<file path="src/rtl/fsk_pkg.sv">
package fsk_pkg;

  // Rounded phase increment for a tone: round(f * 2^acc_w / clk)
  function automatic longint tone_step(input longint f_hz, input longint clk_hz,
                                       input int acc_w);
    return ((f_hz << acc_w) + clk_hz / 2) / clk_hz;
  endfunction

  typedef enum logic {TONE_SPACE = 1'b0, TONE_MARK = 1'b1} tone_e;

endpackage

</file>
<file path="src/rtl/fsk_step_sel.sv">
module fsk_step_sel
  import fsk_pkg::*;
#(
  parameter longint CLK_HZ   = 3579545,
  parameter longint MARK_HZ  = 1300,
  parameter longint SPACE_HZ = 2100,
  parameter int     ACC_W    = 24
) (
  input  logic             tx_bit,
  output logic [ACC_W-1:0] step
);
  localparam logic [ACC_W-1:0] MARK_STEP  = ACC_W'(tone_step(MARK_HZ, CLK_HZ, ACC_W));
  localparam logic [ACC_W-1:0] SPACE_STEP = ACC_W'(tone_step(SPACE_HZ, CLK_HZ, ACC_W));

  tone_e tone;

  always_comb begin
    tone = tone_e'(tx_bit);
    unique case (tone)
      TONE_MARK:  step = MARK_STEP;
      TONE_SPACE: step = SPACE_STEP;
      default:    step = SPACE_STEP;
    endcase
  end
endmodule

</file>
<file path="src/rtl/fsk_phase_acc.sv">
module fsk_phase_acc #(
  parameter int ACC_W = 24
) (
  input  logic             clk,
  input  logic             rst_n,
  input  logic             run,
  input  logic [ACC_W-1:0] step,
  output logic [ACC_W-1:0] phase,
  output logic             run_q
);
  always_ff @(posedge clk or negedge rst_n) begin
    if (!rst_n) begin
      phase <= '0;
      run_q <= 1'b0;
    end else begin
      run_q <= run;
      if (run) phase <= phase + step;
      else     phase <= '0;
    end
  end
endmodule

</file>
<file path="src/rtl/fsk_sine_rom.sv">
module fsk_sine_rom #(
  parameter int ADDR_W = 8,
  parameter int SAMP_W = 8
) (
  input  logic [ADDR_W-1:0]        addr,
  output logic signed [SAMP_W-1:0] data
);
  localparam int     DEPTH = 1 << ADDR_W;
  localparam longint HALF  = longint'(DEPTH / 2);
  localparam longint AMP   = (longint'(1) << (SAMP_W - 1)) - 1;

  logic signed [SAMP_W-1:0] tbl [DEPTH];

  // Rational half-wave sine approximation, evaluated per entry at elaboration
  for (genvar i = 0; i < DEPTH; i++) begin : g_ent
    localparam longint P   = longint'(i) % HALF;
    localparam longint U   = P * (HALF - P);
    localparam longint DEN = 5 * HALF * HALF - 4 * U;
    localparam longint MAG = (16 * AMP * U + DEN / 2) / DEN;
    localparam longint VAL = (longint'(i) < HALF) ? MAG : -MAG;
    assign tbl[i] = SAMP_W'(VAL);
  end

  assign data = tbl[addr];
endmodule

</file>
<file path="src/rtl/fsk_tone_mod.sv">
module fsk_tone_mod #(
  parameter longint CLK_HZ   = 3579545,
  parameter longint MARK_HZ  = 1300,
  parameter longint SPACE_HZ = 2100,
  parameter int     ACC_W    = 24,
  parameter int     ADDR_W   = 8,
  parameter int     SAMP_W   = 8
) (
  input  logic                     clk,
  input  logic                     rst_n,
  input  logic                     tx_en,
  input  logic                     tx_bit,
  output logic signed [SAMP_W-1:0] sample_o,
  output logic                     square_o
);
  logic [ACC_W-1:0]         step;
  logic [ACC_W-1:0]         phase_q;
  logic                     run_q;
  logic signed [SAMP_W-1:0] rom_data;

  fsk_step_sel #(
    .CLK_HZ(CLK_HZ), .MARK_HZ(MARK_HZ), .SPACE_HZ(SPACE_HZ), .ACC_W(ACC_W)
  ) u_step (
    .tx_bit(tx_bit),
    .step  (step)
  );

  fsk_phase_acc #(.ACC_W(ACC_W)) u_acc (
    .clk  (clk),
    .rst_n(rst_n),
    .run  (tx_en),
    .step (step),
    .phase(phase_q),
    .run_q(run_q)
  );

  fsk_sine_rom #(.ADDR_W(ADDR_W), .SAMP_W(SAMP_W)) u_rom (
    .addr(phase_q[ACC_W-1 -: ADDR_W]),
    .data(rom_data)
  );

  always_ff @(posedge clk or negedge rst_n) begin
    if (!rst_n) begin
      sample_o <= '0;
      square_o <= 1'b0;
    end else if (run_q) begin
      sample_o <= rom_data;
      square_o <= phase_q[ACC_W-1];
    end else begin
      sample_o <= '0;
      square_o <= 1'b0;
    end
  end
endmodule

</file>
<file path="config.mk">
export PLATFORM = sky130hd
export DESIGN_NAME = fsk_tone_mod
export DESIGN_NICKNAME = d
export VERILOG_FILES = /design/src/rtl/fsk_pkg.sv /design/src/rtl/fsk_step_sel.sv /design/src/rtl/fsk_phase_acc.sv /design/src/rtl/fsk_sine_rom.sv /design/src/rtl/fsk_tone_mod.sv
export SDC_FILE = /design/constraint.sdc
export NUM_CORES = 1
export LEC_CHECK = 0
export BUFFER_PORTS_ARGS = -buffer_cell sky130_fd_sc_hd__buf_2
export CAP_MARGIN = 20
export CORE_UTILIZATION = 39
export CTS_CLUSTER_DIAMETER = 100
export CTS_CLUSTER_SIZE = 20
export DETAILED_ROUTE_END_ITERATION = 6
export PLACE_DENSITY_LB_ADDON = 0.15
export SLEW_MARGIN = 25
export SYNTH_ARGS = -nofsm -noshare
export SYNTH_HDL_FRONTEND = slang
export SYNTH_HIERARCHICAL = 1
export SYNTH_SLANG_ARGS = --single-unit
</file>
<file path="constraint.sdc">
create_clock -name clk -period 2.3 [get_ports clk]
set_input_delay 0.46 -clock clk [delete_from_list [all_inputs] [get_ports clk]]
set_output_delay 0.46 -clock clk [all_outputs]
set_load 0.02 [all_outputs]
</file>
### After elaboration in Yosys (flattened, before gate mapping)

Memory sizes are Yosys's and may differ from the RTL's.
Index checks and enable logic that the tools add are counted.

* word-level logic and storage cells: 15
* register bits: 34
* memories: 1
* memory bits (read-only): 2048
* output and inout port bits: 9
* input port bits: 4

Memory list
* (no name shown): depth 256, bits a word 8, read ports 1, clocked after Yosys merged registers in 0, wr ports 0, line fsk_sine_rom.sv:24 `assign data = tbl[addr];`

* magnitude comparators: 1
* add/subtract/negate cells: 1
* mux-type cells: 6
* bitwise logic cells: 2

Operator list (number)
* $pmux 24 s2: 1
* $add 24x24->24: 1
* $mux 24: 1
* $mux 8: 3
* $ge 9x9->1 const B: 1
* $not 8->9: 1
* $mux 1: 1
* $not 1->1: 1

### Depth between registers and ports, before layout

* depth in word-level cells: 5
* depth in mapped cells: 11
* gate-level depth less buffers: 9

### Hierarchy

Netlist, hierarchy kept.

Modules (own cells, without submodules)
* fsk_sine_rom: sequential area each 0.0 um^2, cells each 304, instances 1, area each 2013.2 um^2
* fsk_phase_acc: sequential area each 625.6 um^2, cells each 198, instances 1, area each 1906.8 um^2
* fsk_tone_mod: sequential area each 225.2 um^2, cells each 18, instances 1, area each 281.5 um^2
* fsk_step_sel: sequential area each 0.0 um^2, cells each 26, instances 1, area each 183.9 um^2

### Worst setup path after synthesis

OpenSTA, ideal clock, no wires.

* kind: input to register
* start point: in tx_bit
* end point: reg u_acc.phase[21]
* data required time: 2221 ps
* slack: -433 ps
* data arrival time: 2654 ps
* library setup time: 79 ps
* cell stages on the path: 10
* path buffers: 1
* cells stage by stage: inv_1 -> buf_4 -> ha_1 -> o21a_1 -> o21a_4 -> a2111oi_4 -> o31ai_4 -> a211o_1 -> o31ai_2 -> mux2i_1

* cells in the longest elaborated chain, start to end: 4

RTL lines
* start, declared: line fsk_tone_mod.sv:12 `input logic tx_bit,`
* $not 1->1: line fsk_step_sel.sv:19 `unique case (tone)`
* $pmux 24 s2 (*): line fsk_step_sel.sv:19
* net step[5]: line fsk_tone_mod.sv:16 `logic [ACC_W-1:0] step;`
* $add 24x24->24 (*): line fsk_phase_acc.sv:17 `if (run) phase <= phase + step;`
* $mux 24 (*): line fsk_phase_acc.sv:17
* end signal, assigned: line fsk_phase_acc.sv:17
* end, declared: line fsk_phase_acc.sv:8 `output logic [ACC_W-1:0] phase,`

Mark *: on every way through the listed nets, which the timed path passes. The rest lies on a longest branch. The select of a mux whose other input is x is not followed.

### Worst setup path after layout

* start point: reg u_acc.phase[0]
* end point: reg u_acc.phase[17]

* cells in the longest elaborated chain, start to end: 2

RTL lines (line)
* $add 24x24->24: fsk_phase_acc.sv:17
* $mux 24: fsk_phase_acc.sv:17

No other way between the ends.

==> out/qor.yml <==
status: "finished with violations"
violations: "negative setup slack"
fin_crit_sh_pct: 110
syn_inst: 546
cts_tree: "done"
drt_iter0_drc: 281
netlist_area_um2: 4390
total_power_mw: 8.43
root_buffer: "clkbuf_8"
synthArstFlopShare_pct: 100
rsz0062_at_grt: "yes"
max_slew_margin_pct: 65.9
ys_top_cells_by_area: "dfrtp_1, ha_1, buf_4"
track_usage_pct: 23.6
ant_nets: 0
cpMostUsedCell: "buf_6"
vdd_ir_drop_max_v: 0.000607
n_antenna_cell: 0
arrival_ns: 2.71
cts_hold_buffers: 0
cp.depth: 11
grt-ovfl-total: 0
port_buffers: 12
slowest_stage: "a2111oi_4"
synth_area_per_cell_um2: 8.03
crit_chain: "ha_4 > buf_6 > a211oi_4 > o211ai_2 > a2111oi_4 > o31ai_4 > buf_6 > buf_6 > a21o_2 > a211oi_2 > a2111oi_2"
cts_buffers: 5
timing_worst_setup_path_type: "flip-flop to flip-flop"
numPlacedInstances: 742
clkSlewWorstSetupHoldPaths_ns: 0.08
powerDensity_nw_per_um2: 1530
detail_route.wl_per_cell_um: 17.8
vias: 4461
worst_ep_required_time_ns: 2.47
drive_gt1_share_pct: 32.4
cts_max_level: 2
netlist-cell-type-count: 83
firstDrtPassIters: 5
cp-end-kind: "flip-flop"
initial_core_util_pct: 40.3
reg2reg_depth: 11
finalSetupViolations: 9
fin_nets: 664
ys_seq_elements: 34
die_w_um: 108
ioPinCount: 13
die_h_um: 108
max_freq_mhz: 394
max_stage_delay_ns: 0.46
antenna_found_initial: 0
grt_pass1_wl_um: 21700
placeableCoreArea_um2: 10900
cts_buffer_depth: 2
skew_ns: 0.0123
fin_cells: 764
final_hold_viol_count: 0
period_needed_ns: 2.54
finalWirelength_um: 13600
drc: 0
worst-path-buf-inv: 3
crit_path_start_kind: "flip-flop"
place.gp.congestion: 0.916
finalWorstSetupSlack_ns: -0.240
ys.flop_type: "dfrtp_1"
leakage_nw: 2.43
stdcell_area_um2: 5500
postLayoutCoreUtil_pct: 50.6
hold_class: "input pin to async pin"
critical-path-top-delay-family: "compound AO/OA/AOI/OAI gates"
worstMarginPinSlew_ns: 0.512
synth-seq-area-share_pct: 19.4
dp_hpwl_um: 9960
grt_max_degree: 36
drv_slew: 0
yosys_warnings: 6
die_area_um2: 11700
synthToLayoutAreaGrowth_pct: 25.5
synth_edf_count: 0
drt-vias-per-instance: 5.84
rows: 38
place_area_um2: 5050
crit_fanout: 3
clock_latency_ns: 0.29
max-cap-violations: 0
yosys.area.top_type: "dfrtp_1"
hold_slack_ns: 0.0609
yosysTopAreaCellShare_pct: 19.4
grt_pass1_vias: 4203
clkSinkCount: 34
[layout make-up]
cell class                      count  area (um2)
Tap cell                          140         175
Timing Repair Buffer              121         940
Fill cell                        1034        5380
Clock buffer                        7        86.3
Multi-Input combinational cell    446        3380
Sequential cell                    34         855
Inverter                           16        68.8
[power breakdown]
part / total (mW) / internal (mW) / switching [mW]
logic: 6.88 / 3.23 / 3.65
clock network: 0.455 / 0.238 / 0.217
registers: 1.10 / 0.828 / 0.272
[routing by layer]
metal,GRT usage [%],routed length (um),part of all wire [%],vias up
met4,8.22,418,3.1,0
met3,3.01,858,6.3,34
met2,36.7,6230,46,176
met1,33.2,6100,45,2119
li1,-,-,-,2132
met5,0,0,0,-
[cell usage after synthesis (5+ instances only)]
cell and n:
and2_1 13, buf_6 6, nor3_1 18, nand2_1 36, a21oi_1 39, a31oi_1 8
or2_2 9, clkbuf_1 11, xnor2_1 6, buf_2 18, dfrtp_1 34, xor2_1 10
nand2b_1 20, inv_1 12, mux2i_1 8, o211ai_1 10, nor2b_1 17, o21a_1 7
o21ai_0 25, buf_4 28, nor2_1 39, nand3_1 7, o311ai_0 6, a211oi_1 9
a21o_1 10, ha_1 35, o2111ai_1 5
[repair_timing]
action / CTS / global route
buffers inserted: 6 / 9
endpoints found under the setup margin: 12 / 15
gates resized for setup: 25 / 31
pin swaps: 19 / 31
[kinds of logic after synthesis]
group / count (synthesis) / synth area share (%)
AOI/OAI and AO/OA: 185 / 30.6
and+or+nand+nor: 182 / 21.8
buffers and inverters: 79 / 10.8
adders and majority gates: 36 / 10.4
DFF: 34 / 19.4
xor gates and xnor gates: 16 / 3.20
muxes: 12 / 3.62
other: 2 / 0.171
[cell usage in the layout, fill, tap and decap left out, types with 6 or more instances in the layout]
cell type | netlist | final
a21o_1 | 10 | 10
o21a_1 | 7 | 7
nor3_1 | 18 | 16
conb_1 | 2 | 15
xor2_1 | 10 | 10
o211ai_1 | 10 | 10
nand2_1 | 36 | 35
ha_1 | 35 | 26
or2_2 | 9 | 9
nand2b_1 | 20 | 20
buf_6 | 6 | 9
and2_1 | 13 | 12
nor2_1 | 39 | 38
buf_2 | 18 | 11
dfrtp_1 | 34 | 31
nor2b_1 | 17 | 17
ha_4 | 0 | 8
clkbuf_8 | 0 | 6
a21oi_1 | 39 | 35
o21ai_0 | 25 | 23
mux2i_1 | 8 | 8
buf_4 | 28 | 99
a31oi_1 | 8 | 7
nand3_1 | 7 | 7
inv_1 | 12 | 9
[registers in the layout, summed over array words and instances, names as in the netlist]
name	flops
sample_o	8
u_acc/phase	24
square_o	1
u_acc/run_q	1
[path summary, 6_finish.rpt]
kind                                     start         endpoint  slack [ns]
worst max-delay path            u_acc/phase[0]  u_acc/phase[17]       -0.24
worst min-delay path                     rst_n      sample_o[5]        0.06
worst max register to register  u_acc/phase[0]  u_acc/phase[17]       -0.24
worst min register to register     u_acc/run_q      sample_o[4]        0.65
max in group asynchronous                rst_n  u_acc/phase[19]        1.75
min in group clk                         tx_en      u_acc/run_q        0.47
[per-stage QoR]
| step | setup TNS (ns) | setup WS [ns] |
|---|---|---|
| after global routing | -2.05 | -0.355 |
| after CTS | -0.714 | -0.194 |
| after global placement | -4.50 | -0.525 |
| after detailed placement | -4.90 | -0.559 |
| final | -0.900 | -0.240 |
| after floorplan | -1.19 | -0.298 |
[worst reg2reg max path, delay by kind of cell, from the launching register on]
| kind | cells | cell delay [ns] |
|---|---|---|
| buffers and inverters | 3 | 0.37 |
| AOI/OAI and AO/OA | 7 | 1.49 |
| adders and majority gates | 1 | 0.18 |
| DFF | 1 | 0.40 |
(Power assumes the default switching activity.)
